File: src/rtl/ptw_pkg.sv
package ptw_pkg;
  localparam int WORD_W   = 32;
  localparam int CTX_W    = 4;
  localparam int OFF_W    = 12;
  localparam int PPN_W    = 24;
  localparam int PA_W     = PPN_W + OFF_W;
  localparam int IDX_W    = 8;
  localparam int LAST_LVL = 3;
  localparam int REF_BIT  = 5;
  localparam int MOD_BIT  = 6;
  localparam int CACHE_BIT = 7;
  localparam int PERM_LO  = 2;
  localparam int PERM_W   = 3;
  localparam int TBL_SHIFT = 4;

  typedef enum logic [1:0] {
    ET_INVALID = 2'd0,
    ET_DESC    = 2'd1,
    ET_LEAF    = 2'd2,
    ET_RSVD    = 2'd3
  } etype_t;

  typedef enum logic [1:0] {
    FC_NONE    = 2'd0,
    FC_INVALID = 2'd1,
    FC_TYPE    = 2'd2,
    FC_PROT    = 2'd3
  } fcause_t;

  function automatic logic [WORD_W-1:0] ctx_entry_addr(
      input logic [WORD_W-1:0] ptr, input logic [CTX_W-1:0] c);
    logic [WORD_W-1:0] base;
    base = {ptr[WORD_W-1:2], 2'b00} << TBL_SHIFT;
    return base | (WORD_W'(c) << 2);
  endfunction

  function automatic logic [WORD_W-1:0] table_entry_addr(
      input logic [WORD_W-1:0] desc, input logic [IDX_W-1:0] idx);
    logic [WORD_W-1:0] base;
    base = {desc[WORD_W-1:2], 2'b00} << TBL_SHIFT;
    return base | (WORD_W'(idx) << 2);
  endfunction

  function automatic logic [IDX_W-1:0] va_index(
      input logic [WORD_W-1:0] v, input logic [1:0] lvl);
    case (lvl)
      2'd1:    return v[31:24];
      2'd2:    return {2'b00, v[23:18]};
      2'd3:    return {2'b00, v[17:12]};
      default: return '0;
    endcase
  endfunction
endpackage

File: src/rtl/ptw_entry_chk.sv
module ptw_entry_chk
  import ptw_pkg::*;
(
  input  logic [1:0]        lvl,
  input  logic [WORD_W-1:0] entry,
  output fcause_t           cause
);
  etype_t kind;
  etype_t want;

  assign kind = etype_t'(entry[1:0]);
  assign want = (lvl == 2'(LAST_LVL)) ? ET_LEAF : ET_DESC;

  always_comb begin
    if (kind == ET_INVALID)   cause = FC_INVALID;
    else if (kind != want)    cause = FC_TYPE;
    else                      cause = FC_NONE;
  end
endmodule

File: src/rtl/ptw_perm_chk.sv
module ptw_perm_chk
  import ptw_pkg::*;
(
  input  logic [PERM_W-1:0] code,
  input  logic              user,
  input  logic              wr,
  output logic              grant
);
  logic user_reach;
  logic wr_ok;

  // codes above 5 are supervisor-only
  assign user_reach = !(user && (code > 3'd5));

  always_comb begin
    if (user) wr_ok = (code == 3'd1) || (code == 3'd3);
    else      wr_ok = code[0];
  end

  assign grant = user_reach && (!wr || wr_ok);
endmodule

File: src/rtl/ptw_leaf_upd.sv
module ptw_leaf_upd
  import ptw_pkg::*;
(
  input  logic [WORD_W-1:0] leaf_in,
  input  logic              wr,
  output logic [WORD_W-1:0] leaf_out,
  output logic              need_wb
);
  logic [WORD_W-1:0] set_mask;

  always_comb begin
    set_mask = '0;
    set_mask[REF_BIT] = 1'b1;
    set_mask[MOD_BIT] = wr;
  end

  assign leaf_out = leaf_in | set_mask;
  assign need_wb  = (leaf_out != leaf_in);
endmodule

File: src/rtl/ptw_walker.sv
module ptw_walker
  import ptw_pkg::*;
(
  input  logic              clk,
  input  logic              rst_n,
  input  logic              start,
  input  logic [WORD_W-1:0] va,
  input  logic [CTX_W-1:0]  ctx,
  input  logic [WORD_W-1:0] ctp,
  input  logic              is_write,
  input  logic              is_user,
  output logic              busy,
  output logic              done,
  output logic              fault,
  output logic [1:0]        fault_level,
  output logic [1:0]        fault_cause,
  output logic [PA_W-1:0]   pa,
  output logic              cacheable,
  output logic              mem_req,
  output logic              mem_we,
  output logic [WORD_W-1:0] mem_addr,
  output logic [WORD_W-1:0] mem_wdata,
  input  logic              mem_ack,
  input  logic [WORD_W-1:0] mem_rdata
);
  typedef enum logic [1:0] {S_IDLE, S_READ, S_WB, S_DONE} st_t;

  st_t               state;
  logic [1:0]        lvl;
  logic [WORD_W-1:0] addr_q;
  logic [WORD_W-1:0] va_q;
  logic              user_q;
  logic              wr_q;
  logic [WORD_W-1:0] leaf_q;
  logic              fault_q;
  logic [1:0]        flvl_q;
  fcause_t           fcause_q;
  logic [PA_W-1:0]   pa_q;
  logic              cache_q;

  fcause_t           ent_cause;
  logic              grant;
  logic [WORD_W-1:0] upd_leaf;
  logic              need_wb;

  ptw_entry_chk u_ent (
    .lvl   (lvl),
    .entry (mem_rdata),
    .cause (ent_cause)
  );

  ptw_perm_chk u_perm (
    .code  (mem_rdata[PERM_LO +: PERM_W]),
    .user  (user_q),
    .wr    (wr_q),
    .grant (grant)
  );

  ptw_leaf_upd u_leaf (
    .leaf_in  (mem_rdata),
    .wr       (wr_q),
    .leaf_out (upd_leaf),
    .need_wb  (need_wb)
  );

  // named events of the walk
  logic walk_launch, entry_back, step_down, entry_fault, prot_fault, leaf_accept;
  assign walk_launch = (state == S_IDLE) && start;
  assign entry_back  = (state == S_READ) && mem_ack;
  assign entry_fault = entry_back && (ent_cause != FC_NONE);
  assign step_down   = entry_back && !entry_fault && (lvl != 2'(LAST_LVL));
  assign prot_fault  = entry_back && !entry_fault && (lvl == 2'(LAST_LVL)) && !grant;
  assign leaf_accept = entry_back && !entry_fault && (lvl == 2'(LAST_LVL)) && grant;

  always_ff @(posedge clk) begin
    if (!rst_n) begin
      state    <= S_IDLE;
      lvl      <= '0;
      addr_q   <= '0;
      va_q     <= '0;
      user_q   <= 1'b0;
      wr_q     <= 1'b0;
      leaf_q   <= '0;
      fault_q  <= 1'b0;
      flvl_q   <= '0;
      fcause_q <= FC_NONE;
      pa_q     <= '0;
      cache_q  <= 1'b0;
    end else begin
      case (state)
        S_IDLE: begin
          if (walk_launch) begin
            va_q     <= va;
            user_q   <= is_user;
            wr_q     <= is_write;
            lvl      <= '0;
            addr_q   <= ctx_entry_addr(ctp, ctx);
            fault_q  <= 1'b0;
            flvl_q   <= '0;
            fcause_q <= FC_NONE;
            state    <= S_READ;
          end
        end
        S_READ: begin
          if (entry_fault) begin
            fault_q  <= 1'b1;
            fcause_q <= ent_cause;
            flvl_q   <= lvl;
            state    <= S_DONE;
          end else if (step_down) begin
            lvl    <= lvl + 2'd1;
            addr_q <= table_entry_addr(mem_rdata, va_index(va_q, lvl + 2'd1));
          end else if (prot_fault) begin
            fault_q  <= 1'b1;
            fcause_q <= FC_PROT;
            flvl_q   <= lvl;
            state    <= S_DONE;
          end else if (leaf_accept) begin
            pa_q    <= {mem_rdata[WORD_W-1 -: PPN_W], va_q[OFF_W-1:0]};
            cache_q <= mem_rdata[CACHE_BIT];
            leaf_q  <= upd_leaf;
            state   <= need_wb ? S_WB : S_DONE;
          end
        end
        S_WB: begin
          if (mem_ack) state <= S_DONE;
        end
        default: state <= S_IDLE;
      endcase
    end
  end

  assign busy        = (state != S_IDLE);
  assign done        = (state == S_DONE);
  assign fault       = fault_q;
  assign fault_level = flvl_q;
  assign fault_cause = fcause_q;
  assign pa          = pa_q;
  assign cacheable   = cache_q;
  assign mem_req     = (state == S_READ) || (state == S_WB);
  assign mem_we      = (state == S_WB);
  assign mem_addr    = addr_q;
  assign mem_wdata   = (state == S_WB) ? leaf_q : '0;

  a_r9_req_hold: assert property (@(posedge clk) disable iff (!rst_n)
    (mem_req && !mem_ack) |=> (mem_req && $stable(mem_addr) && $stable(mem_we) && $stable(mem_wdata)));

  a_r9_done_pulse: assert property (@(posedge clk) disable iff (!rst_n)
    done |=> !done);

  a_r8_wb_marks_ref: assert property (@(posedge clk) disable iff (!rst_n)
    (mem_req && mem_we) |-> (mem_wdata[REF_BIT] && mem_wdata[1:0] == 2'(ET_LEAF)));

  a_r3_fault_has_cause: assert property (@(posedge clk) disable iff (!rst_n)
    (done && fault) |-> (fault_cause != 2'(FC_NONE)));

  a_r5_prot_at_leaf: assert property (@(posedge clk) disable iff (!rst_n)
    (done && fault && fault_cause == 2'(FC_PROT)) |-> (fault_level == 2'(LAST_LVL)));

  a_r10_idle_quiet: assert property (@(posedge clk) disable iff (!rst_n)
    !busy |-> (!mem_req && !done));
endmodule

File: config.mk
export PLATFORM = sky130hd
export DESIGN_NAME = ptw_walker
export DESIGN_NICKNAME = d
export VERILOG_FILES = /design/src/rtl/ptw_pkg.sv /design/src/rtl/ptw_entry_chk.sv /design/src/rtl/ptw_perm_chk.sv /design/src/rtl/ptw_leaf_upd.sv /design/src/rtl/ptw_walker.sv
export SDC_FILE = /design/constraint.sdc
export NUM_CORES = 1
export LEC_CHECK = 0
export BUFFER_PORTS_ARGS = -buffer_cell sky130_fd_sc_hd__clkbuf_2
export CAP_MARGIN = 10
export CORE_ASPECT_RATIO = 0.9
export CORE_MARGIN = 2
export CORE_UTILIZATION = 50
export CTS_BUF_LIST = sky130_fd_sc_hd__clkbuf_8
export CTS_CLUSTER_DIAMETER = 40
export DETAILED_ROUTE_END_ITERATION = 7
export PLACE_DENSITY = 0.81
export REMOVE_ABC_BUFFERS = 1
export SETUP_SLACK_MARGIN = 0.05
export SLEW_MARGIN = 0
export SYNTH_ARGS = -nofsm -noshare
export SYNTH_HDL_FRONTEND = slang
export SYNTH_SLANG_ARGS = --single-unit
File: constraint.sdc
create_clock -name clk -period 3.54 [get_ports clk]
set_clock_uncertainty 0.2 [all_clocks]
set_input_delay 0.177 -clock clk [delete_from_list [all_inputs] [get_ports clk]]
set_output_delay 0.177 -clock clk [all_outputs]
set_load 0.01 [all_outputs]
==> flow_summary.toml <==
[clock_network]
cts.path.max_buffers = 2
cts_htree_levels = 4
cts_inserted_buffers = 17
tritoncts_num_sinks = 117
clock_latency_ns = 0.41
tritoncts = "built"
clkTransAtPathRegs_ns = 0.08
cts_repair_resize_count = 0
root_buffer = "sky130_fd_sc_hd__clkbuf_8"

[setup_path]
path_class = "flip-flop to flip-flop"
maximum_fanout_along_the_worst_path = 44
critPathArrivalTime_ns = 3.01
worst_ep_required_time_ns = 3.67
ff_to_ff_path_depth = 7
critPathLaunchType = "flip-flop"
crit_path_end_kind = "flip-flop"

[grt]
gr_util_all_layers_pct = 29.7
grt_first_pass_wirelength_um = 27200
grt_antenna_before_repair = 1
pin_count_of_the_biggest_net_entering_global_routing = 93
global_route.overflow_total = 0
first_global_vias = 5554

[cells_and_area]
area_growth_from_synthesis_to_layout_pct = 41.5
drive_above_1_share_pct = 29.5
layout.cells.most_common = "sky130_fd_sc_hd__clkbuf_2"
final_net_count = 1008
fillCellCount = 694
final-instance-count-excl-fill = 1036
final_cell_mix = "206 x sky130_fd_sc_hd__clkbuf_2, 124 x sky130_fd_sc_hd__nand2_1, 117 x sky130_fd_sc_hd__dfxtp_1"
final_util_pct = 72.8

[place]
port_buffers = 207
numPlacedInstances = 906
gp_congestion = 0.821
detailedPlacementHpwl_um = 9910

[die]
die_footprint_um2 = 11400
placeable_core_region_um2 = 10300
ios = 216
die_span_y_um = 102
rows = 35
fp.dieW_um = 112
initial_standard_cell_utilization_of_the_core_pct = 51.4

[hold_path]
min_path_cells = 5
timing.hold.worst.class = "primary input to flip-flop"

[yosys]
syn_area_um2 = 5290
synth.area.top_cells = "sky130_fd_sc_hd__dfxtp_1 44%, sky130_fd_sc_hd__nand2_1 8.8%, sky130_fd_sc_hd__mux2i_1 5.5%"
syn_avg_cell_area_um2 = 8.29
synth-main-ff-cell = "sky130_fd_sc_hd__dfxtp_1"
gate_count_post_synth = 638
number_of_distinct_library_cell_variants_in_the_gate_level_netlist_after_synthesis = 37
synth_enable_flop_cells = 0
sequential_cell_area_fraction_in_the_yosys_report_pct = 44.3
yosys.area.top_type = "sky130_fd_sc_hd__dfxtp_1"
asyncSetResetFlopFracSynth_pct = 0
synthesis.yosys.warnings = 0
ys_ff_latch = 117
synth_top_area_share_pct = 44.3

[drt]
route.antenna.remaining_nets = 0
route.final.wire_length_um = 17500
route.detailed.drc = 0
drt_first_pass_iters = 5
routedWlPerCell_um = 16.9
vias = 5639
routed_via_density = 5.44
initialDrtViolationCount = 425

[timing]
rsz0062_at_grt = "no"
finalSetupViolations = 0
maxSlewViolCount = 0
hold_ws_ns = 0.0404
tightest_slew_ns = 1.18
finalSetupTns_ns = 0
clock.fmax_ghz = 0.347
final_period_minus_worst_setup_slack_ns = 2.88
max-slew-margin-rel_pct = 21.5
final_period_util_pct = 81.4
finalHoldViolations = 0

[status]
status = "completed"

[pwr]
p_leak_nw = 3.26
power.density_nw_per_um2 = 559
ir_drop_mv = 0.360

[run]
drv.max_cap_violation_count = 0
-- report_power, final --
group / internal (mW) / switching [mW] / leakage [nW]
combinational: 0.561 / 0.852 / 2.12
clock: 0.521 / 0.612 / 0.178
sequential: 1.51 / 0.123 / 0.954
total: 2.60 / 1.59 / 3.26
-- kinds of logic after synthesis --
family / synth area share [%]
AO/OA/AOI/OAI: 17.6
AND/OR/NAND/NOR: 21.8
multiplexers: 5.49
adder cells (fa/ha/maj): 2.13
flip-flops: 44.3
other: 0.0709
buffers and inverters: 8.56
-- synthesized netlist by cell type, types with 3 or more instances --
library cell and n:
sky130_fd_sc_hd__nor3_1 3, sky130_fd_sc_hd__buf_4 27, sky130_fd_sc_hd__clkbuf_1 38, sky130_fd_sc_hd__buf_2 8
sky130_fd_sc_hd__a21oi_1 48, sky130_fd_sc_hd__nand2_1 124, sky130_fd_sc_hd__nand3_1 45, sky130_fd_sc_hd__ha_1 9
sky130_fd_sc_hd__a211oi_2 17, sky130_fd_sc_hd__inv_1 8, sky130_fd_sc_hd__mux2i_1 29, sky130_fd_sc_hd__buf_6 3
sky130_fd_sc_hd__o21ai_0 50, sky130_fd_sc_hd__nor2b_1 5, sky130_fd_sc_hd__a211oi_1 6, sky130_fd_sc_hd__dfxtp_1 117
sky130_fd_sc_hd__and2_1 33, sky130_fd_sc_hd__nor2_1 36, sky130_fd_sc_hd__a222oi_1 6, sky130_fd_sc_hd__nor4_1 3
-- per-stage QoR --
stage,power [mW],instance area (um2),setup slack (ns)
finish,4.18,7490,0.659
floorplan,2.46,4880,-4.80
CTS,4.14,7480,0.707
detailed placement,2.92,6150,0.721
global placement,2.86,6150,0.863
global route,4.38,7490,0.486
-- flip-flops by register name, indices dropped and copies added (netlist names) --
name,flops
fault,1
fault_cause,2
fault_level,2
leaf_q,32
lvl,2
mem_addr,30
pa,12
state,2
user_q,1
va_q,32
wr_q,1
-- area by class of cell --
type | count | area [um2] | share of cell area [%]
Tap cell | 129 | 161 | 2.16
Clock inverter | 14 | 119 | 1.59
Antenna cell | 1 | 2.50 | 0.0334
Multi-Input combinational cell | 437 | 2510 | 33.5
Inverter | 9 | 33.8 | 0.451
Timing Repair Buffer | 311 | 2070 | 27.7
Clock buffer | 18 | 248 | 3.31
Sequential cell | 117 | 2340 | 31.3
-- timing repair --
action                                 CTS  global route
setup buffers                            0             0
endpoints found under the hold margin   95             0
hold buffers                            97             0
-- final timing paths --
kind,from,to,slack (ns)
hold / removal,ctp[3],mem_addr[7]$_SDFFE_PN0P_,0.04
setup / recovery,state[1]$_SDFFE_PN0P_,mem_addr[22]$_SDFFE_PN0P_,0.66
hold reg to reg,leaf_q[0]$_SDFFE_PN0P_,leaf_q[0]$_SDFFE_PN0P_,0.24
setup reg to reg,state[1]$_SDFFE_PN0P_,mem_addr[22]$_SDFFE_PN0P_,0.66
-- worst max-delay path: stages, from the launching register on --
cell                       delay [ns]
sky130_fd_sc_hd__dfxtp_1         0.35
sky130_fd_sc_hd__inv_1           0.10
sky130_fd_sc_hd__ha_2            0.44
sky130_fd_sc_hd__nand2_1         0.33
sky130_fd_sc_hd__o31ai_4         0.69
sky130_fd_sc_hd__buf_12          0.31
sky130_fd_sc_hd__nor2_1          0.10
sky130_fd_sc_hd__a211oi_2        0.23
-- per-layer routing --
metal  global-route usage, %  share of wire, %  up-vias
met1                    34.4                40     2628
li1                        -                 -     2658
met2                    51.1                49      298
met3                    8.74               8.1       55
met5                       0                 0        -
met4                    14.3               3.3        0
Note: power is estimated with default switching activity, not from simulation.
